## config.mk

```make
export PLATFORM = sky130hd
export DESIGN_NAME = prio_fiq_ctrl
export DESIGN_NICKNAME = d
export VERILOG_FILES = /design/src/rtl/prio_fiq_pkg.sv /design/src/rtl/prio_fiq_first.sv /design/src/rtl/prio_fiq_seq.sv /design/src/rtl/prio_fiq_dp.sv /design/src/rtl/prio_fiq_ctrl.sv
export SDC_FILE = /design/constraint.sdc
export NUM_CORES = 1
export LEC_CHECK = 0
export ABC_AREA = 1
export BUFFER_PORTS_ARGS = -buffer_cell sky130_fd_sc_hd__clkbuf_2
export CORE_MARGIN = 2
export CORE_UTILIZATION = 54
export DETAILED_ROUTE_END_ITERATION = 12
export PLACE_DENSITY = 0.79
export SLEW_MARGIN = 10
export SYNTH_ARGS = -nofsm -noshare
export SYNTH_HDL_FRONTEND = slang
export SYNTH_SLANG_ARGS = --single-unit
```

## constraint.sdc

```tcl
create_clock -name clk -period 3.15 [get_ports clk]
set_input_delay 0.63 -clock clk [delete_from_list [all_inputs] [get_ports clk]]
set_output_delay 0.63 -clock clk [all_outputs]
set_load 0.05 [all_outputs]
```

## src/rtl/prio_fiq_pkg.sv

```systemverilog
package prio_fiq_pkg;

  // Strobes from the sequencing control into the datapath.
  typedef struct packed {
    logic ackFire;   // this cycle retires the lowest pending event
    logic evtFire;   // this cycle merges an incoming event
  } fiq_strobes_t;

endpackage

```

## src/rtl/prio_fiq_first.sv

```systemverilog
// Finds the lowest set bit of a mask and reports its index.
module prio_fiq_first #(
  parameter int WIDTH = 8,
  localparam int IDX_W = (WIDTH > 1) ? $clog2(WIDTH) : 1
) (
  input  logic [WIDTH-1:0] mask,
  output logic             found,
  output logic [IDX_W-1:0] idx
);

  always_comb begin
    found = 1'b0;
    idx   = '0;
    for (int i = WIDTH - 1; i >= 0; i--) begin
      if (mask[i]) begin
        found = 1'b1;
        idx   = IDX_W'(i);
      end
    end
  end

endmodule

```

## src/rtl/prio_fiq_seq.sv

```systemverilog
// Clear-write counting and strobe generation.
module prio_fiq_seq
  import prio_fiq_pkg::*;
#(
  parameter int CLEAR_WRITES = 4,
  localparam int CNT_W = (CLEAR_WRITES > 1) ? $clog2(CLEAR_WRITES) : 1,
  localparam logic [CNT_W-1:0] LAST_CNT = CNT_W'(CLEAR_WRITES - 1)
) (
  input  logic         clk,
  input  logic         rstN,
  input  logic         evtValid,
  input  logic         clrWrite,
  output fiq_strobes_t strobes
);

  logic [CNT_W-1:0] clrCnt;
  logic             groupDone;

  assign groupDone       = clrWrite && (clrCnt == LAST_CNT);
  assign strobes.ackFire = groupDone;
  assign strobes.evtFire = evtValid;

  always_ff @(posedge clk) begin
    if (!rstN) begin
      clrCnt <= '0;
    end else if (clrWrite) begin
      if (groupDone) clrCnt <= '0;
      else           clrCnt <= clrCnt + 1'b1;
    end
  end

  // the group count wraps to zero after the acknowledging write
  a_r4_count_wraps: assert property (@(posedge clk) disable iff (!rstN)
    strobes.ackFire |=> clrCnt == '0);

  // a non-final write advances the count by one
  a_r4_count_steps: assert property (@(posedge clk) disable iff (!rstN)
    (clrWrite && !strobes.ackFire) |=> clrCnt == $past(clrCnt) + 1'b1);

  // events never disturb the count
  a_r11_count_holds: assert property (@(posedge clk) disable iff (!rstN)
    !clrWrite |=> $stable(clrCnt));

endmodule

```

## src/rtl/prio_fiq_dp.sv

```systemverilog
// Pending mask, interrupt-number register and request line.
module prio_fiq_dp
  import prio_fiq_pkg::*;
#(
  parameter int NUM_EVENTS  = 8,
  parameter int RESET_EVENT = 2,
  localparam int IDX_W = (NUM_EVENTS > 1) ? $clog2(NUM_EVENTS) : 1,
  localparam logic [NUM_EVENTS-1:0] RESET_MASK = NUM_EVENTS'(1) << RESET_EVENT
) (
  input  logic                  clk,
  input  logic                  rstN,
  input  fiq_strobes_t          strobes,
  input  logic [IDX_W-1:0]      evtIdx,
  output logic [IDX_W-1:0]      irqNum,
  output logic [NUM_EVENTS-1:0] pendMask,
  output logic                  fiq
);

  logic [NUM_EVENTS-1:0] lowOneHot;
  logic [NUM_EVENTS-1:0] remainMask;
  logic [NUM_EVENTS-1:0] afterClr;
  logic [NUM_EVENTS-1:0] evtOneHot;
  logic [NUM_EVENTS-1:0] pendNext;
  logic                  nextFound;
  logic [IDX_W-1:0]      nextIdx;
  logic [IDX_W-1:0]      irqAfterClr;
  logic [IDX_W-1:0]      irqNext;
  logic                  fiqNext;

  // Isolate the lowest pending bit and what would remain without it.
  assign lowOneHot  = pendMask & (~pendMask + 1'b1);
  assign remainMask = pendMask & ~lowOneHot;
  assign evtOneHot  = NUM_EVENTS'(1) << evtIdx;

  prio_fiq_first #(.WIDTH(NUM_EVENTS)) uNextFind (
    .mask  (remainMask),
    .found (nextFound),
    .idx   (nextIdx)
  );

  // Stage 1: acknowledge. Stage 2: event merge on top of it.
  always_comb begin
    afterClr    = pendMask;
    irqAfterClr = irqNum;
    fiqNext     = fiq;
    if (strobes.ackFire) begin
      afterClr = remainMask;
      if (nextFound) irqAfterClr = nextIdx;
      if (remainMask == '0) fiqNext = 1'b0;
    end
    pendNext = afterClr;
    irqNext  = irqAfterClr;
    if (strobes.evtFire) begin
      pendNext = afterClr | evtOneHot;
      if (irqAfterClr == '0 || evtIdx < irqAfterClr) irqNext = evtIdx;
      if (afterClr == '0) fiqNext = 1'b1;
    end
  end

  always_ff @(posedge clk) begin
    if (!rstN) begin
      pendMask <= RESET_MASK;
      irqNum   <= IDX_W'(RESET_EVENT);
      fiq      <= 1'b1;
    end else begin
      pendMask <= pendNext;
      irqNum   <= irqNext;
      fiq      <= fiqNext;
    end
  end

  // request line tracks a non-empty mask
  a_r9_fiq_level: assert property (@(posedge clk) disable iff (!rstN)
    fiq == (pendMask != '0));

  // an event leaves its bit set
  a_r2_event_sets: assert property (@(posedge clk) disable iff (!rstN)
    strobes.evtFire |=> pendMask[$past(evtIdx)]);

  // a lone acknowledge retires exactly one bit
  a_r5_one_bit: assert property (@(posedge clk) disable iff (!rstN)
    (strobes.ackFire && !strobes.evtFire && pendMask != '0)
      |=> $countones(pendMask) == $countones($past(pendMask)) - 1);

  // an acknowledge never sets a bit that was clear
  a_r5_no_new_bits: assert property (@(posedge clk) disable iff (!rstN)
    (strobes.ackFire && !strobes.evtFire)
      |=> (pendMask & ~$past(pendMask)) == '0);

  // no strobe, no change
  a_r7_idle_stable: assert property (@(posedge clk) disable iff (!rstN)
    (!strobes.ackFire && !strobes.evtFire)
      |=> ($stable(pendMask) && $stable(irqNum) && $stable(fiq)));

  // an event alone never raises a non-zero number
  a_r3_no_rise: assert property (@(posedge clk) disable iff (!rstN)
    (strobes.evtFire && !strobes.ackFire && irqNum != '0)
      |=> irqNum <= $past(irqNum));

endmodule

```

## src/rtl/prio_fiq_ctrl.sv

```systemverilog
// Thin top: sequencing control plus datapath.
module prio_fiq_ctrl
  import prio_fiq_pkg::*;
#(
  parameter int NUM_EVENTS   = 8,
  parameter int CLEAR_WRITES = 4,
  parameter int RESET_EVENT  = 2,
  localparam int IDX_W = (NUM_EVENTS > 1) ? $clog2(NUM_EVENTS) : 1
) (
  input  logic                  clk,
  input  logic                  rstN,
  input  logic                  evtValid,
  input  logic [IDX_W-1:0]      evtIdx,
  input  logic                  clrWrite,
  output logic [IDX_W-1:0]      irqNum,
  output logic [NUM_EVENTS-1:0] pendMask,
  output logic                  fiq
);

  fiq_strobes_t strobes;

  prio_fiq_seq #(.CLEAR_WRITES(CLEAR_WRITES)) uSeq (
    .clk      (clk),
    .rstN     (rstN),
    .evtValid (evtValid),
    .clrWrite (clrWrite),
    .strobes  (strobes)
  );

  prio_fiq_dp #(
    .NUM_EVENTS  (NUM_EVENTS),
    .RESET_EVENT (RESET_EVENT)
  ) uDp (
    .clk      (clk),
    .rstN     (rstN),
    .strobes  (strobes),
    .evtIdx   (evtIdx),
    .irqNum   (irqNum),
    .pendMask (pendMask),
    .fiq      (fiq)
  );

endmodule

```

==> results of run 1 <==
[registers in the layout, indices dropped and copies added, names as in the netlist]
name          flops
uDp.pendMask      8
uDp.irqNum        3
uSeq.clrCnt       2
uDp.fiq           1
[through the flow]
step | setup WS [ps] | hold slack [ps] | util [%] | power [W] | instance area, um2
global route | 545.6 | 556.7 | 67.37 | 0.0005487 | 1039
detailed placement | 599.7 | 499.1 | 65.02 | 0.0003884 | 1002
floorplan | 713.5 | 504.9 | - | 0.0003493 | 908.4
global placement | 692.8 | 491.7 | 65.02 | 0.0003854 | 1002
finish | 731.0 | 520.1 | 67.37 | 0.0005167 | 1039
CTS | 747.7 | 520.8 | 67.37 | 0.0005192 | 1039
[area by class of cell]
type / instances / area, um2 / area share, %
Tap cell: 16 / 20.02 / 1.928
Inverter: 20 / 75.07 / 7.229
Sequential cell: 14 / 280.3 / 26.99
Timing Repair Buffer: 18 / 90.09 / 8.675
Multi-Input combinational cell: 102 / 536.8 / 51.69
Clock buffer: 4 / 36.28 / 3.494
[final timing paths]
| path | to | slack, ps | cells past startpoint | startpoint |
|---|---|---|---|---|
| worst min register to register | uDp.fiq$_SDFF_PN1_ | 520 | 2 | uDp.fiq$_SDFF_PN1_ |
| worst min-delay path | uDp.fiq$_SDFF_PN1_ | 520 | 2 | uDp.fiq$_SDFF_PN1_ |
| worst max register to register | uDp.irqNum[0]$_SDFF_PN0_ | 730 | 16 | uDp.pendMask[0]$_SDFF_PN0_ |
| worst max-delay path | uDp.irqNum[0]$_SDFF_PN0_ | 730 | 16 | uDp.pendMask[0]$_SDFF_PN0_ |
[report_power, final]
group | switching (W) | leakage (nW) | internal (W)
logic | 0.000127 | 0.411 | 0.0000531
registers | 0.0000128 | 0.115 | 0.000192
clock network | 0.0000616 | 0.0210 | 0.0000703
[worst reg2reg max path: stages (launching register included)]
cell,delay [ps]
dfxtp_1,380
nor2_4,250
nand2_4,90
a21oi_1,200
nand2_1,100
nand2_1,100
inv_1,50
a21oi_1,160
inv_1,100
ha_1,300
nand2_1,50
o21bai_1,140
inv_1,70
nand2_2,80
nand2_4,60
a21oi_1,140
nor2_1,60
[routing by layer]
layer / vias to the layer above / global-route usage, % / wire (um)
li1: 496 / - / -
met1: 410 / 34.91 / 1011
met2: 46 / 37.14 / 923
met3: 6 / 3.600 / 157
met4: 0 / 7.059 / 25
met5: - / 0 / 0
[Yosys cell counts (all sizes together) (2+ instances only)]
cell type,n
nand4,8
nand2,39
o21ai,9
inv,20
nand3,13
ha,2
a21oi,12
dfxtp,14
buf,2
nor2,12
[cells by family (layout without fill, tap and decap cells)]
family / after synthesis / after routing / share of synthesized area, %
xor gates and xnor gates: 1 / 1 / 0.9644
AOI/OAI and AO/OA: 24 / 24 / 14.19
adders and majority gates: 2 / 2 / 2.754
buffers and inverters: 23 / 42 / 10.05
and+or+nand+nor: 75 / 75 / 41.18
DFF: 14 / 14 / 30.85
==> results.ini, run 1 <==
[route]
via_per_inst = 5.506
vias = 958
drt_iter0_drc = 47
wire_per_inst_um = 12.17
ant_nets = 0
wirelength_um = 2118
drc = 0
first_pass_iters = 4

[synth]
yosysSeqAreaShare_pct = 30.85
ys.flop_type = dfxtp_1
synth_top_area_share_pct = 30.85
synth_edf_count = 0
netlist_instances = 139
synth_area_leader_cell = dfxtp_1
yosysWarnings = 0
synth.distinct_cells = 26
async_reset_ff_share_pct = 0
synth_seq_cells = 14
syn_nets = 148
syn_avg_cell_area_um2 = 6.535
synth.area.top_cells = dfxtp_1 (31%), nand2_1 (14%), inv_1 (7.4%), a21oi_1 (6.6%), nand3_1 (6.6%)
synth_area_um2 = 908.4

[global_routing]
grt_max_degree = 15
grt_pass1_wl_um = 3615
overflow = 0
antenna_found_initial = 0
grt_pass1_vias = 833
grt_use_total_pct = 24.13

[hold_path]
hold_path_class = register to register

[place]
gp_congestion = 0.9242
dp_hpwl_um = 1705
dp.cells = 170
portBuffers = 18

[die]
chipHeight_um = 45.02
coreArea_mm2 = 0.001541
die_width_um = 45.02
fp.dieArea_mm2 = 0.002026
pin_count = 19
initial_core_util_pct = 58.93
rows = 14

[setup_path]
crit_path_top_delay_cell = dfxtp_1
max_stage_delay_ps = 380
critPathTopFamily = simple AND/OR/NAND/NOR gates
end_kind = register
critical_path_class = register to register
worstPathRequired_ps = 3330
worstPathCellList = nor2_4, nand2_4, a21oi_1, nand2_1, nand2_1, inv_1, a21oi_1, inv_1, ha_1, nand2_1, o21bai_1, inv_1, nand2_2, nand2_4, a21oi_1, nor2_1
cp-start-kind = register
crit_arrival_ps = 2600
crit_buf_inv = 3
crit_fanout = 6

[clock_network]
htree_levels = 1
cts_tree = yes
postCtsHoldBufs = 0
cts_buffers = 3
clk_latency_ps = 280
cts_setup_buffers = 0
cts.sinks = 14
cts_buffer_depth = 2
cts.repair.resized = 0
root_buffer = clkbuf_4
path_clk_slew_ps = 90

[sta]
clock_skew_ps = 0.6147
tns_ps = 0
max_freq_mhz = 413.4
slew_viol_final = 0
slew-limit-headroom_pct = 81.23
setup_viol = 0
post-route-min-period_ps = 2419
grt_setup_unrepaired = false
period_share_pct = 76.79
tightest_slew_ps = 278.1
timing_hold_violations_final = 0

[layout]
fillers = 146
mostFrequentLayoutCells = nand2_1 (33), inv_1 (18), clkbuf_2 (18)
syn_to_final_growth_pct = 14.33
final_common_cell = nand2_1
final_cells = 174
nets = 168
diodes = 0
final_layout_size_suffix_gt1_share_pct = 22.15

[power]
irDropWorstVdd_mv = 0.3236
power_density_mw_per_mm2 = 497.5
p_leak_nw = 0.5473

[run]
drv_cap = 0

[outcome]
status = finished, final reports clean

Power figures use the tool's default switching activity.
==> run 2: changes to the inputs <==
Settings changed: ABC_AREA 1 to 0, CORE_UTILIZATION 54 to 50, PLACE_DENSITY 0.79 to 0.75.
Clock period 3.15 ns to 2.2 ns, I/O delays scaled along.
==> run 2 against run 1 <==
The flow now finishes with violations (negative setup slack); global-route usage is 4.3 points higher; count of clock-buffer cells in the layout stayed put; register-to-register slack worse by 1400 ps; sequential cell count stayed put; critical endpoint is now uDp.irqNum[1]$_SDFF_PN1_.
==> results.ini, run 2 <==
[sta]
worst_slack_ps = -643.1  ; was 731.0 ps
setup_viol = 4  ; was 0
slew_viol_final = 0  ; unchanged
timing_hold_violations_final = 0  ; unchanged
tightest_slew_ps = 427.4  ; was 278.1 ps
max_freq_mhz = 351.7  ; was 413.4 MHz
post-route-min-period_ps = 2843  ; was 2419 ps
clock_skew_ps = 6.508  ; was 0.6147 ps
slew-limit-headroom_pct = 71.20  ; was 81.23%
period_share_pct = 129.2  ; was 76.79%
grt_setup_unrepaired = true  ; was false

[setup_path]
crit_fanout = 5  ; was 6
worstPathRequired_ps = 2390  ; was 3330 ps
crit_path_top_delay_cell = or4_4  ; was dfxtp_1
rr_worst_depth = 10  ; was 16
reg2reg_slack_ps = -640  ; was 730 ps
crit_buf_inv = 2  ; was 3
r2r-start = uDp.pendMask[3]$_SDFF_PN0_  ; was uDp.pendMask[0]$_SDFF_PN0_
critical_path_class = register to register  ; unchanged
max_stage_delay_ps = 590  ; was 380 ps
rr_endpoint = uDp.irqNum[1]$_SDFF_PN1_  ; was uDp.irqNum[0]$_SDFF_PN0_
crit_arrival_ps = 3040  ; was 2600 ps
worstPathCellList = or4_4, a2111oi_4, buf_4, buf_4, o31ai_1, nor2b_4, a32oi_2, a21oi_2, a31oi_1, mux2_4  ; was nor2_4, nand2_4, a21oi_1, nand2_1, nand2_1, inv_1, a21oi_1, inv_1, ha_1, nand2_1, o21bai_1, inv_1, nand2_2, nand2_4, a21oi_1, nor2_1
critPathTopFamily = compound AO/OA/AOI/OAI gates  ; was simple AND/OR/NAND/NOR gates
end_kind = register  ; unchanged
cp-start-kind = register  ; unchanged
cp_common_cell = buf_4

[clock_network]
cts.sinks = 14  ; unchanged
cts_tree = yes  ; unchanged
clk_latency_ps = 290  ; was 280 ps
cts_buffers = 3  ; unchanged
postCtsHoldBufs = 0  ; unchanged
htree_levels = 1  ; unchanged
cts_buffer_depth = 2  ; unchanged
path_clk_slew_ps = 100  ; was 90 ps
root_buffer = clkbuf_4  ; unchanged

[power]
power_density_mw_per_mm2 = 450.0  ; was 497.5 mW/mm2
p_sw_share_pct = 33.98  ; was 38.97%
p_switching_w = 0.0002464  ; was 0.0002013 W
clkPwrFrac_pct = 27.3  ; was 25.5%
power_frac_seq_pct = 38.3  ; was 39.6%
p_comb_share_pct = 34.4  ; was 34.9%
p_leak_nw = 0.6325  ; was 0.5473 nW
irDropWorstVdd_mv = 0.4117  ; was 0.3236 mV
intPower_w = 0.0004788  ; was 0.0003153 W

[route]
drt_iter0_drc = 41  ; was 47
ant_nets = 0  ; unchanged
via_per_inst = 6.102  ; was 5.506
vias = 1312  ; was 958
wirelength_um = 3415  ; was 2118 um
drc = 0  ; unchanged
first_pass_iters = 4  ; unchanged
wire_per_inst_um = 15.88  ; was 12.17 um

[synth]
async_reset_ff_share_pct = 0  ; unchanged
synth.distinct_cells = 50  ; was 26
netlist_instances = 144  ; was 139
synth_top_area_share_pct = 24.83  ; was 30.85%
synth_seq_cells = 14  ; unchanged
netlist_top_cells_count = dfxtp_1 (14), clkbuf_1 (13), nor2_1 (12)  ; was nand2_1 (33), inv_1 (18), dfxtp_1 (14)
syn_avg_cell_area_um2 = 7.837  ; was 6.535 um2
synth_edf_count = 0  ; unchanged
synth_area_mm2 = 0.001129  ; was 908.4 um2
synth.area.top_cells = dfxtp_1 (25%), nor2b_1 (5.5%), clkbuf_1 (4.3%), nor2_1 (4.0%), o21ai_0 (3.5%)  ; was dfxtp_1 (31%), nand2_1 (14%), inv_1 (7.4%), a21oi_1 (6.6%), nand3_1 (6.6%)
yosysSeqAreaShare_pct = 24.83  ; was 30.85%
yosysWarnings = 0  ; unchanged
synth_most_common_cell = dfxtp_1  ; was nand2_1
syn_nets = 153  ; was 148
ys.flop_type = dfxtp_1  ; unchanged
synth_area_leader_cell = dfxtp_1  ; unchanged

[die]
die_width_um = 51.51  ; was 45.02 um
chipHeight_um = 51.51  ; was 45.02 um
coreArea_mm2 = 0.002170  ; was 0.001541 mm2
fp.dieArea_mm2 = 0.002653  ; was 0.002026 mm2
initial_core_util_pct = 52.02  ; was 58.93%
pin_count = 19  ; unchanged
rows = 17  ; was 14

[global_routing]
grt_pass1_vias = 1216  ; was 833
grt_use_total_pct = 28.44  ; was 24.13%
overflow = 0  ; unchanged
grt_pass1_wl_um = 5720  ; was 3615 um
antenna_found_initial = 0  ; unchanged
grt_max_degree = 16  ; was 15

[layout]
syn_to_final_growth_pct = 42.79  ; was 14.33%
final_common_cell = buf_4  ; was nand2_1
fillers = 162  ; was 146
nets = 197  ; was 168
largest_reg_flops = 8  ; unchanged
max_flop_register = uDp.pendMask  ; unchanged
diodes = 0  ; unchanged
top_regs = uDp.pendMask x8, uDp.irqNum x3, uSeq.clrCnt x2  ; unchanged
mostFrequentLayoutCells = buf_4 (35), clkbuf_2 (18), nor2_1 (11)  ; was nand2_1 (33), inv_1 (18), clkbuf_2 (18)
final_layout_size_suffix_gt1_share_pct = 43.85  ; was 22.15%
fin_area_mm2 = 0.001612  ; was 0.001039 mm2

[hold_path]
hold_path_class = register to register  ; unchanged
whs_endpoint = uDp.fiq$_SDFF_PN1_  ; unchanged
min_from = uDp.fiq$_SDFF_PN1_  ; unchanged
whs_path_depth = 2  ; unchanged

[place]
gp_congestion = 0.9210  ; was 0.9242
dp_hpwl_um = 2339  ; was 1705 um
dpl_cell_area_mm2 = 0.001503  ; was 0.001002 mm2
portBuffers = 18  ; unchanged
dp_slack_ps = -595.3  ; was 599.7 ps

[run]
drv_cap = 0  ; unchanged

[outcome]
status = complete, but fails checks  ; was finished, final reports clean
violations = negative setup slack

[run 2: final cells by class]
cell class                 count  area, um2  area share, %
clock buffer                   4      36.28          2.252
multi-input combinational    111      874.6          54.27
sequential                    14      294.0          18.25
timing repair buffer          53      352.8          21.89
tap                           28      35.03          2.174
inverter                       5      18.77          1.165
[run 2: timing repair]
action                     CTS  global route
setup endpoints to repair    4             4
buffers inserted             4             2
resized for setup            2             5
pin swaps                    1            10
[run 2: how the worst max path moves through the flow]
| stage | start | to | cells after the start |
|---|---|---|---|
| after floorplan | uDp.pendMask[1]$_SDFF_PN0_ | uDp.irqNum[1]$_SDFF_PN1_ | 11 |
| after global placement | uDp.pendMask[1]$_SDFF_PN0_ | uDp.irqNum[1]$_SDFF_PN1_ | 11 |
| after detailed placement | uDp.pendMask[1]$_SDFF_PN0_ | uDp.irqNum[1]$_SDFF_PN1_ | 11 |
| after CTS | uDp.pendMask[1]$_SDFF_PN0_ | uDp.irqNum[1]$_SDFF_PN1_ | 11 |
| after global routing | uDp.pendMask[3]$_SDFF_PN0_ | uDp.irqNum[1]$_SDFF_PN1_ | 11 |
| final | uDp.pendMask[3]$_SDFF_PN0_ | uDp.irqNum[1]$_SDFF_PN1_ | 10 |
[run 2: power groups by stage]
stage | logic (W) | registers [W] | clock network (W)
6_report | 0.000250 | 0.000278 | 0.000198
5_1_grt | 0.000269 | 0.000279 | 0.000206
4_1_cts | 0.000238 | 0.000278 | 0.000199
3_5_place_dp | 0.000225 | 0.000283 | 0
3_3_place_gp | 0.000221 | 0.000283 | 0
2_1_floorplan | 0.000114 | 0.000317 | 0
[run 2: per-stage QoR]
stage | instances | setup TNS (ps) | total power (W) | utilization [%] | hold slack [ps]
2_1_floorplan | 144 | -1725 | 0.0004302 | - | 486.8
3_3_place_gp | 206 | -1433 | 0.0005034 | 69.26 | 479.9
3_5_place_dp | 206 | -1639 | 0.0005088 | 69.26 | 490.7
4_1_cts | 214 | -1671 | 0.0007141 | 73.18 | 506.5
5_1_grt | 215 | -2326 | 0.0007544 | 74.28 | 524.7
6_report | 215 | -1837 | 0.0007252 | 74.28 | 499.1
[run 2: worst register-to-register path, delay by kind of cell, from the launching register on]
| family | cells | cell delay [ps] |
|---|---|---|
| AND/OR/NAND/NOR | 2 | 770 |
| flip-flops | 1 | 340 |
| multiplexers | 1 | 320 |
| buffers and inverters | 2 | 270 |
| AO/OA/AOI/OAI | 5 | 1050 |
[run 2: cells by family after synthesis]
kind of cell / Yosys count / synth area share, %
multiplexers: 4 / 3.991
flip-flops: 14 / 24.83
AO/OA/AOI/OAI: 47 / 33.26
AND/OR/NAND/NOR: 56 / 27.49
adder cells (fa/ha/maj): 4 / 3.991
buffers and inverters: 19 / 6.430
[run 2: metal layers]
metal  GRT usage [%]  up-vias  wire length (um)
li1                -      636                 -
met1           38.31      630              1547
met2           46.58       41              1667
met5               0        -                 0
met4           10.09        0                38
met3           3.736        5               162
==> run 3: changes to the inputs <==
Settings changed: CORE_UTILIZATION 50 to 49, PLACE_DENSITY 0.75 to 0.74, SYNTH_HIERARCHICAL from default to 1.
==> run 3 against run 2 <==
Largest power group is now combinational cells; first-iteration DRC count decreased by 34%; via count shrank 10%; hold slack worse by 18 ps; final area shrank 4.7%; the run still ends with negative setup slack left; register-to-register slack worse by 360 ps; total power decreased by 0.16%.
==> results.ini, run 3 <==
[outcome]
status = complete, but fails checks  ; unchanged
violations = negative setup slack  ; unchanged

[route]
wirelength_um = 3072  ; was 3415 um
via_per_inst = 5.813  ; was 6.102
drc = 0  ; unchanged
first_pass_iters = 4  ; unchanged
drt_iter0_drc = 27  ; was 41
wire_per_inst_um = 15.13  ; was 15.88 um
vias = 1180  ; was 1312
ant_nets = 0  ; unchanged

[layout]
final_layout_size_suffix_gt1_share_pct = 45.71  ; was 43.85%
final_cells = 203  ; was 215
final_core_util_pct = 70.76  ; was 74.28%
max_flop_register = uDp/pendMask  ; was uDp.pendMask
fillers = 182  ; was 162
diodes = 0  ; unchanged
mostFrequentLayoutCells = buf_4 (27), clkbuf_2 (18), dfxtp_1 (10)  ; was buf_4 (35), clkbuf_2 (18), nor2_1 (11)
final_common_cell = buf_4  ; unchanged
nets = 186  ; was 197
largest_reg_flops = 8  ; unchanged
syn_to_final_growth_pct = 40.07  ; was 42.79%
fin_area_mm2 = 0.001535  ; was 0.001612 mm2
top_regs = uDp/pendMask x8, uDp/irqNum x3, uSeq/clrCnt x2  ; was uDp.pendMask x8, uDp.irqNum x3, uSeq.clrCnt x2

[sta]
grt_setup_unrepaired = true  ; unchanged
fin_hold_ws_ps = 481.1  ; was 499.1 ps
post-route-min-period_ps = 3198  ; was 2843 ps
worst_slack_ps = -998.3  ; was -643.1 ps
timing_hold_violations_final = 0  ; unchanged
period_share_pct = 145.4  ; was 129.2%
clock_skew_ps = 5.372  ; was 6.508 ps
max_freq_mhz = 312.7  ; was 351.7 MHz
setup_viol = 3  ; was 4
slew_viol_final = 0  ; unchanged

[global_routing]
antenna_found_initial = 0  ; unchanged
grt_pass1_vias = 1100  ; was 1216
grt_use_total_pct = 25.08  ; was 28.44%
grt_max_degree = 19  ; was 16
overflow = 0  ; unchanged
grt_pass1_wl_um = 5037  ; was 5720 um

[synth]
async_reset_ff_share_pct = 0  ; unchanged
netlist_instances = 131  ; was 144
synth_seq_cells = 14  ; unchanged
synth_top_area_share_pct = 25.57  ; was 24.83%
synth.area.top_cells = dfxtp_1 (26%), nor2b_1 (4.6%), ha_1 (3.4%), nand2_1 (2.7%), o21a_1 (2.7%)  ; was dfxtp_1 (25%), nor2b_1 (5.5%), clkbuf_1 (4.3%), nor2_1 (4.0%), o21ai_0 (3.5%)
synth_edf_count = 0  ; unchanged
syn_avg_cell_area_um2 = 8.367  ; was 7.837 um2
synth.distinct_cells = 55  ; was 50
netlist_top_cells_count = dfxtp_1 (14), nand2_1 (8), nor2b_1 (8)  ; was dfxtp_1 (14), clkbuf_1 (13), nor2_1 (12)
synth_area_leader_cell = dfxtp_1  ; unchanged
yosysWarnings = 6  ; was 0
yosysSeqAreaShare_pct = 25.57  ; was 24.83%
synth_area_mm2 = 0.001096  ; was 0.001129 mm2
synth_most_common_cell = dfxtp_1  ; unchanged
ys.flop_type = dfxtp_1  ; unchanged

[clock_network]
postCtsHoldBufs = 0  ; unchanged
cts_buffers = 3  ; unchanged
cts.sinks = 14  ; unchanged
path_clk_slew_ps = 90  ; was 100 ps
root_buffer = clkbuf_4  ; unchanged
cts_tree = yes  ; unchanged
htree_levels = 1  ; unchanged
cts_buffer_depth = 2  ; unchanged
clk_latency_ps = 290  ; about the same

[die]
initial_core_util_pct = 50.52  ; was 52.02%
coreArea_mm2 = 0.002170  ; unchanged
fp.dieArea_mm2 = 0.002631  ; was 0.002653 mm2
pin_count = 19  ; unchanged
rows = 17  ; unchanged
chipHeight_um = 51.30  ; was 51.51 um
die_width_um = 51.30  ; was 51.51 um

[run]
drv_cap = 0  ; unchanged

[place]
gp_congestion = 0.8969  ; was 0.9210
dp.cells = 193  ; was 206
dp_hpwl_um = 2190  ; was 2339 um
dp_slack_ps = -1029  ; was -595.3 ps
dpl_cell_area_mm2 = 0.001390  ; was 0.001503 mm2
portBuffers = 18  ; unchanged

[hold_path]
hold_path_class = primary input to register  ; was register to register

[power]
p_leak_nw = 0.6730  ; was 0.6325 nW
power_density_mw_per_mm2 = 471.6  ; was 450.0 mW/mm2
irDropWorstVdd_mv = 0.5489  ; was 0.4117 mV

[setup_path]
crit_fanout = 5  ; unchanged
crit_arrival_ps = 3380  ; was 3040 ps
cp-start-kind = register  ; unchanged
max_stage_delay_ps = 520  ; was 590 ps
crit_path_top_delay_cell = or4_4  ; unchanged
cp_common_cell = and2_4  ; was buf_4
worstPathCellList = or4_4, or2_4, and2_4, nor4_4, nand2_2, a21bo_1, and2_4, ha_4, o21ai_2, nand3b_1, nand3_2, buf_6, o211a_1  ; was or4_4, a2111oi_4, buf_4, buf_4, o31ai_1, nor2b_4, a32oi_2, a21oi_2, a31oi_1, mux2_4
critical_path_class = register to register  ; unchanged
worstPathRequired_ps = 2380  ; was 2390 ps
end_kind = register  ; unchanged

run 3: changes by cell type after synthesis, sizes merged, moves of 3 or more:
cell / before / now
clkbuf: 13 / 4
buf: 1 / 5
nor2b: 11 / 8
a31oi: 4 / 0
o21a: 1 / 4
nor2: 12 / 7
and2: 0 / 6
run 3: cell type report:
| type | instances | area, um2 | area share (%) |
|---|---|---|---|
| multi-input combinational | 107 | 862.1 | 56.15 |
| timing repair buffer | 46 | 304.0 | 19.80 |
| sequential | 14 | 292.8 | 19.07 |
| tap | 28 | 35.03 | 2.282 |
| clock buffer | 4 | 26.28 | 1.711 |
| inverter | 4 | 15.01 | 0.9780 |
run 3: cells by family after synthesis:
| kind of cell | count (synthesis) | share of synthesized area, % |
|---|---|---|
| buf+inv | 13 | 6.619 |
| flops | 14 | 25.57 |
| simple gates | 53 | 29.22 |
| other cells | 1 | 0.3421 |
| fa+ha+maj | 4 | 4.338 |
| compound gates | 43 | 31.05 |
| mux | 3 | 2.854 |
run 3: stage by stage:
step                      setup TNS, ps  total power, W
after floorplan                   -2987       0.0004475
after global placement            -2575       0.0005087
after detailed placement          -2885       0.0005166
after CTS                         -2826       0.0006858
after global routing              -3326       0.0007554
final                             -2975       0.0007240
run 3: layer usage:
metal / part of all wire (%) / track usage, % / vias up
li1: - / - / 578
met1: 45 / 34.54 / 546
met2: 47 / 39.83 / 50
met3: 6.4 / 2.339 / 6
met4: 1.2 / 10.96 / 0
met5: 0 / 0 / -
run 3: path summary, 6_finish.rpt:
check	from	end	slack, ps	cells after the start
worst max-delay path	uDp/pendMask[2]$_SDFF_PN1_	uDp/irqNum[0]$_SDFF_PN0_	-1000	13
worst min register to register	uSeq/clrCnt[1]$_SDFFE_PN0P_	uSeq/clrCnt[1]$_SDFFE_PN0P_	540	2
worst min-delay path	evtIdx[0]	uDp/pendMask[5]$_SDFF_PN0_	480	3
worst max register to register	uDp/pendMask[2]$_SDFF_PN1_	uDp/irqNum[0]$_SDFF_PN0_	-1000	13
run 3: critical path: cells and delay by family (launching register included):
kind                     cells  cell delay (ps)
AND/OR/NAND/NOR              8             1840
adder cells (fa/ha/maj)      1              260
AO/OA/AOI/OAI                3              490
flip-flops                   1              350
buffers and inverters        1              150
run 3: report_power, final:
part	leakage, nW	switching [W]	internal [W]
logic	0.542	0.000157	0.000127
clock network	0.0150	0.0000909	0.0000706
registers	0.116	0.0000113	0.000267
total	0.673	0.000260	0.000464
run 3: what timing repair did:
item,in CTS,in global routing
endpoints found under the hold margin,0,0
pin swaps,6,13
endpoints found under the setup margin,3,5
resized for setup,7,7
setup buffers,3,3
